**config.mk**
```make
export PLATFORM = sky130hd
export DESIGN_NAME = clkcmd_gate
export DESIGN_NICKNAME = d
export VERILOG_FILES = /design/src/rtl/clkcmd_pkg.sv /design/src/rtl/clkcmd_window.sv /design/src/rtl/clkcmd_ready.sv /design/src/rtl/clkcmd_issue.sv /design/src/rtl/clkcmd_gate.sv
export SDC_FILE = /design/constraint.sdc
export NUM_CORES = 1
export LEC_CHECK = 0
export ABC_AREA = 1
export BUFFER_PORTS_ARGS = -buffer_cell sky130_fd_sc_hd__buf_4
export CORE_AREA = 2 2 39 41
export CTS_CLUSTER_SIZE = 16
export DETAILED_ROUTE_END_ITERATION = 10
export DIE_AREA = 0 0 41 43
export PLACE_DENSITY = 0.77
export SYNTH_ARGS = -nofsm -noshare
export SYNTH_HDL_FRONTEND = slang
export SYNTH_SLANG_ARGS = --single-unit
```
**constraint.sdc**
```tcl
create_clock -name clk -period 1.7 [get_ports clk]
set_input_delay 0.34 -clock clk [delete_from_list [all_inputs] [get_ports clk]]
set_output_delay 0.34 -clock clk [all_outputs]
set_load 0.01 [all_outputs]
```
**src/rtl/clkcmd_pkg.sv**
```systemverilog
package clkcmd_pkg;
  localparam int REG_W   = 8;
  localparam int CMD_W   = 4;
  localparam int OPEN_B  = 7;
  localparam int RDY_B   = 4;
  localparam logic [REG_W-1:0] UNLOCK_PAT = 8'h80;

  function automatic logic is_unlock(input logic [REG_W-1:0] d);
    return d == UNLOCK_PAT;
  endfunction
endpackage

```
**src/rtl/clkcmd_window.sv**
```systemverilog
module clkcmd_window #(
  parameter int WINDOW = 4
) (
  input  logic clk,
  input  logic rst,
  input  logic unlock_req,
  input  logic cmd_take,
  output logic open
);
  localparam int CNT_W = (WINDOW > 1) ? $clog2(WINDOW) : 1;
  localparam logic [CNT_W-1:0] LAST = CNT_W'(WINDOW - 1);

  logic [CNT_W-1:0] cnt;

  always_ff @(posedge clk) begin
    if (rst) begin
      open <= 1'b0;
      cnt  <= '0;
    end else if (open) begin
      if (cmd_take || cnt == LAST) begin
        open <= 1'b0;
        cnt  <= '0;
      end else begin
        cnt <= cnt + 1'b1;
      end
    end else if (unlock_req) begin
      open <= 1'b1;
      cnt  <= '0;
    end
  end
endmodule

```
**src/rtl/clkcmd_ready.sv**
```systemverilog
module clkcmd_ready (
  input  logic clk,
  input  logic rst,
  input  logic stable_in,
  input  logic clr,
  output logic ready
);
  always_ff @(posedge clk) begin
    if (rst)            ready <= 1'b0;
    else if (clr)       ready <= 1'b0;
    else if (stable_in) ready <= 1'b1;
  end
endmodule

```
**src/rtl/clkcmd_issue.sv**
```systemverilog
module clkcmd_issue #(
  parameter int CMD_W = 4
) (
  input  logic             clk,
  input  logic             rst,
  input  logic             take,
  input  logic [CMD_W-1:0] code_in,
  output logic             valid,
  output logic [CMD_W-1:0] code
);
  always_ff @(posedge clk) begin
    if (rst) begin
      valid <= 1'b0;
      code  <= '0;
    end else begin
      valid <= take;
      if (take) code <= code_in;
    end
  end
endmodule

```
**src/rtl/clkcmd_gate.sv**
```systemverilog
module clkcmd_gate
  import clkcmd_pkg::*;
#(
  parameter int         WINDOW     = 4,
  parameter logic [3:0] CLR_CODE_A = 4'h1,
  parameter logic [3:0] CLR_CODE_B = 4'h3
) (
  input  logic             clk,
  input  logic             rst,
  input  logic             wr_en,
  input  logic [REG_W-1:0] wr_data,
  output logic [REG_W-1:0] rd_data,
  input  logic             clk_stable,
  output logic             cmd_valid,
  output logic [CMD_W-1:0] cmd_code
);
  logic open, ready;
  logic unlock_pat, unlock_req, cmd_take, rdy_clr;
  logic [CMD_W-1:0] new_code;

  assign unlock_pat = is_unlock(wr_data);
  assign new_code   = wr_data[CMD_W-1:0];
  assign unlock_req = wr_en && unlock_pat && !open;
  assign cmd_take   = wr_en && open && !unlock_pat;
  assign rdy_clr    = cmd_take && (new_code == CLR_CODE_A || new_code == CLR_CODE_B);

  clkcmd_window #(.WINDOW(WINDOW)) u_window (
    .clk(clk), .rst(rst), .unlock_req(unlock_req), .cmd_take(cmd_take), .open(open)
  );

  clkcmd_ready u_ready (
    .clk(clk), .rst(rst), .stable_in(clk_stable), .clr(rdy_clr), .ready(ready)
  );

  clkcmd_issue #(.CMD_W(CMD_W)) u_issue (
    .clk(clk), .rst(rst), .take(cmd_take), .code_in(new_code),
    .valid(cmd_valid), .code(cmd_code)
  );

  always_comb begin
    rd_data                = '0;
    rd_data[OPEN_B]        = open;
    rd_data[RDY_B]         = ready;
    rd_data[CMD_W-1:0]     = cmd_code;
  end
endmodule

```
# [Word-level counts from Yosys, hierarchy flattened]
# Cells that the tools add are included.
[totals] reg_bits=9 latch_bits=0 ramBits=0 rom_bits=0 input_bits=12 out_inout_bits=13 wordCells=27 memories=0
[classes] addsub=1 multipliers=0 div_mod_pow=0 n_lt_le_gt_ge=0 n_eq_ne=4 n_shift=0 n_mux=6 bitwise=0 reduce_logical=11
[op_table] operator="== test 8 bit (second input constant)" n=1
[op_table] operator="2-to-1 mux 2 bit" n=3
[op_table] operator="logical AND 1 bit" n=5
[op_table] operator="== test 4 x 1 -> 1 bit (second input constant)" n=1
[op_table] operator="== test 4 x 2 -> 1 bit (second input constant)" n=1
[op_table] operator="2-to-1 mux 1 bit" n=3
[op_table] operator="adder 2 x 1 -> 2 bit (second input constant)" n=1
[op_table] operator="== test 2 bit (second input constant)" n=1
[op_table] operator="logical NOT 1 bit" n=2
[op_table] operator="logical OR 1 bit" n=2
[op_table] operator="nonzero test 2 bit" n=1
[op_table] operator="OR reduction 2 bit" n=1

# [Longest topological paths before layout]
[depth] ltp_word=6 depth_mapped=8 depth_no_buf=8

# [Cells and area by module]
# Synthesis repeated with hierarchy kept, for this count alone.
[hier_totals] cells_unflattened=86 area_unflattened_um2=563.0
[modules_own_cells] mod="clkcmd_issue" n_inst=1 cells_each=29 area_per_inst_um2=207.7 seq_area_each_um2=100.1
[modules_own_cells] mod="clkcmd_gate" n_inst=1 cells_each=32 area_per_inst_um2=166.4 seq_area_each_um2=0.0
[modules_own_cells] mod="clkcmd_window" n_inst=1 cells_each=19 area_per_inst_um2=150.1 seq_area_each_um2=60.1
[modules_own_cells] mod="clkcmd_ready" n_inst=1 cells_each=6 area_per_inst_um2=38.8 seq_area_each_um2=20.0

# [Least setup slack after synthesis]
# OpenSTA, ideal clock, no wires.
[synth_timing] path_type="input port to flip-flop" startpoint="input wr_data[5]" endpoint="register u_window.cnt[1]" setup_ns=0.067 arrival_time_ns=0.935 required_ns=1.633 setup_slack_ns=0.697 path_stages=7 n_path_buf=0 path_cell_list="inv_1 -> nand2_1 -> nor2_2 -> nand2_4 -> nand2_8 -> nand3_2 -> a21oi_2"
[synth_between] elab_chain_cells=6 elab_cells_between_ends=9 cone_classes="eq/ne (1); mux (2); reduce/logical (6)"
[synth_rtl] element="from (decl)" line_no="clkcmd_gate.sv:11" source="input logic [REG_W-1:0] wr_data,"
[synth_rtl] element="== test 8 bit (*)" line_no="clkcmd_pkg.sv:9" source="return d == UNLOCK_PAT;"
[synth_rtl] element="logical NOT 1 bit" line_no="clkcmd_gate.sv:24" source="assign cmd_take = wr_en && open && !unlock_pat;"
[synth_rtl] element="logical AND 1 bit" line_no="clkcmd_gate.sv:24"
[synth_rtl] element="logical OR 1 bit" line_no="clkcmd_window.sv:20" source="if (cmd_take || cnt == LAST) begin"
[synth_rtl] element="2-to-1 mux 2 bit" line_no="clkcmd_window.sv:20"
[synth_rtl] element="2-to-1 mux 2 bit" line_no="clkcmd_window.sv:19" source="end else if (open) begin"
[synth_rtl] element="to (signal assigned)" line_no="clkcmd_window.sv:24" source="cnt <= cnt + 1'b1;"
[synth_rtl] element="to (decl)" line_no="clkcmd_window.sv:13" source="logic [CNT_W-1:0] cnt;"
# Every way passes the cells marked *; elsewhere a longest branch is shown, timed or not.
# A chain may end at the register's enable or synchronous reset.

# [Worst setup path in the final report]
[layout_timing] startpoint="register u_issue.code[2]" endpoint="output cmd_code[2]"
[layout_rtl] element="from (decl)" line_no="clkcmd_issue.sv:9" source="output logic [CMD_W-1:0] code"
[layout_rtl] element="from (signal assigned)" line_no="clkcmd_issue.sv:17" source="if (take) code <= code_in;"
[layout_rtl] element="to (decl)" line_no="clkcmd_gate.sv:15" source="output logic [CMD_W-1:0] cmd_code"
# No word-level cell between the ends.

==> flow_summary_export.csv <==
group,metric,value,unit
status,outcome,"finished clean",
placed_design,detailedPlace.worstSlack,0.485,ns
cells_and_area,most-common-layout-cells,"22 x buf_4, 13 x nand2_1, 10 x inv_1",
cts,cts.htree.levels,1,
detailed_routing,first_iter_violations,1,
cts,cts.hold.buffers_added,0,
detailed_routing,initial_drt_pass_iterations,2,
global_routing,grt_antenna_before_repair,0,
placed_design,hpwlAfterDp,798,um
worst_setup_path,worst-setup-path-type,"flop to primary output",
worst_setup_path,worstPathMaxFanout,3,
timing,rsz0062_at_grt,"false",
placed_design,routability_driven_placement_congestion_ratio,0.758,
detailed_routing,postRouteWirelength,976,um
pwr,power,0.417,mW
worst_setup_path,critical_path.endpoint_type,"primary output",
logic_synthesis,synthTopCellsByArea,"dfxtp_1 36%, buf_4 12%, nand2_1 9.6%, inv_1 7.4%, nand3_1 5.9%",
cts,clk_path_buf_depth,2,
worst_setup_path,path_delay_family,"flip-flops",
global_routing,first_global_vias,426,
worst_setup_path,cp.required,1.36,ns
global_routing,grt_start_max_net_pins,10,
cells_and_area,drive_above_1_share,37.9,%
timing,final_setup_violations,0,
die,floorplan.die.height,43,um
logic_synthesis,ys.warnings.count,0,
die,rows,14,
cells_and_area,design.final.nets,101,
worst_setup_path,cp_slowest_stage_delay,0.35,ns
pwr,power-per-cell-area,634,mW/mm^2
cts,root_buffer,"clkbuf_4",
pwr,power.ir.vdd_worst,303,uV
detailed_routing,viasPerCell,4.42,
global_routing,global_route_wire_length_before_repair,1.66,mm
logic_synthesis,post-synth-top-area-fraction,35.6,%
logic_synthesis,seq_area_frac_synth,35.6,%
logic_synthesis,yosys.area.top_type,"dfxtp_1",
cts,cts_repair_resize_count,0,
timing,final.setup.tns,0,ns
die,die_width,41,um
cts,clkTransAtPathRegs,0.06,ns
cells_and_area,syn_to_final_growth,29.9,%
cells_and_area,mostFrequentLayoutCell,"buf_4",
logic_synthesis,netlist_instances,69,
worst_setup_path,timing.critical_path.cells,"buf_4",
detailed_routing,ant_nets,0,
placed_design,io_buffer_count,22,
worst_setup_path,cp.buffers_inverters,1,
cts,insertion_delay,0.25,ns
logic_synthesis,yosysUniqueCellTypes,18,
timing,timing.fmax,925,MHz
die,initial_utilization,36.6,%
cts,cts_tree,"done",
global_routing,overall_global_routing_usage,14.4,%
cts,tritoncts.num_buffers,3,
die,top_level_ports,25,
cts,cts.sinks,9,
worst_setup_path,cp_slowest_cell,"dfxtp_1",
pwr,leakagePower,0.342,nW
cts,postCtsSetupRepairBufs,0,
global_routing,gr-total-overflow,0,
timing,hold_violation_count_in_the_final_report,0,
timing,finalWorstSetupSlack,0.619,ns
cells_and_area,fin_area,658,um^2
timing,maxSlewViolCount,0,
worst_setup_path,cp_startpoint_kind,"flop",
job,cap_violations,0,
timing,layout_worst_path_cycle_share,63.6,%
logic_synthesis,synth-seq-cells,9,
worst_hold_path,min-delay-path-class,"input pin to flop",
detailed_routing,post_drt_wl_per_cell,9.48,um
detailed_routing,drc,0,
die,core,0.00138,mm^2
timing,worst_clock_skew,0.00360,ns
logic_synthesis,synth_area,507,um^2
placed_design,dpl_cell_area,632,um^2
timing,min_period,1.08,ns
die,design.die.area,0.00176,mm^2
cells_and_area,antenna_cells_inserted,0,
detailed_routing,detailroute.via_count,455,
cells_and_area,nFillCells,135,
worst_setup_path,arrival,0.74,ns
logic_synthesis,post_synth.cell_area_avg,7.34,um^2
==> power breakdown <==
part / internal [mW] / total (mW) / switching [mW]
registers: 0.213 / 0.214 / 0.000928
logic: 0.0232 / 0.0439 / 0.0208
clock network: 0.0901 / 0.159 / 0.0693
==> kinds of logic (layout without fill, tap and decap cells) <==
group | Yosys count | after routing | share of synthesized area [%]
AOI/OAI and AO/OA | 8 | 8 | 9.38
adders and majority gates | 1 | 1 | 2.47
buffers and inverters | 20 | 37 | 20.7
DFF | 9 | 9 | 35.6
other | 1 | 2 | 0.740
and+or+nand+nor | 30 | 30 | 31.1
==> metal layers <==
layer / vias to the layer above / global-route usage [%] / part of all wire [%]
met5: - / 0 / 0
met4: 0 / 10.0 / 0
met3: 0 / 4.71 / 8.4
met2: 13 / 21.6 / 51
met1: 202 / 16.2 / 40
li1: 240 / - / -
==> cell type report <==
cell class	instances	area, um^2	share of cell area, %
Clock buffer	4	26.3	3.99
Inverter	11	41.3	6.27
Multi-Input combinational cell	41	225	34.2
Sequential cell	9	180	27.4
Tap cell	16	20.0	3.04
Timing Repair Buffer	22	165	25.1
==> flip-flops by register name, summed over array words and instances, names as in the netlist <==
register       count
u_ready.ready      1
u_issue.code       4
u_window.open      1
u_window.cnt       2
u_issue.valid      1
==> stage by stage <==
stage / util [%] / hold slack, ns / instances
2_1_floorplan: - / 0.479 / 70
3_3_place_gp: 45.7 / 0.468 / 99
3_5_place_dp: 45.7 / 0.475 / 99
4_1_cts: 47.6 / 0.306 / 103
5_1_grt: 47.6 / 0.304 / 103
6_report: 47.6 / 0.314 / 103
==> worst paths after layout <==
kind | end | cells past startpoint | from | slack, ns
worst min register to register | u_issue.code[1] | 2 | u_issue.code[1] | 0.48
worst max-delay path | cmd_code[2] | 1 | u_issue.code[2] | 0.62
worst max register to register | u_window.cnt[1] | 4 | u_window.cnt[0] | 0.71
worst min-delay path | u_window.cnt[1] | 2 | rst | 0.31
==> Yosys cell counts (all sizes together) <==
cell / n
dfxtp: 9
o21ai: 1
inv: 11
a21oi: 7
nand2: 15
nand4: 1
nor2: 7
ha: 1
nand3: 7
conb: 1
buf: 9
Power figures use the tool's default switching activity.
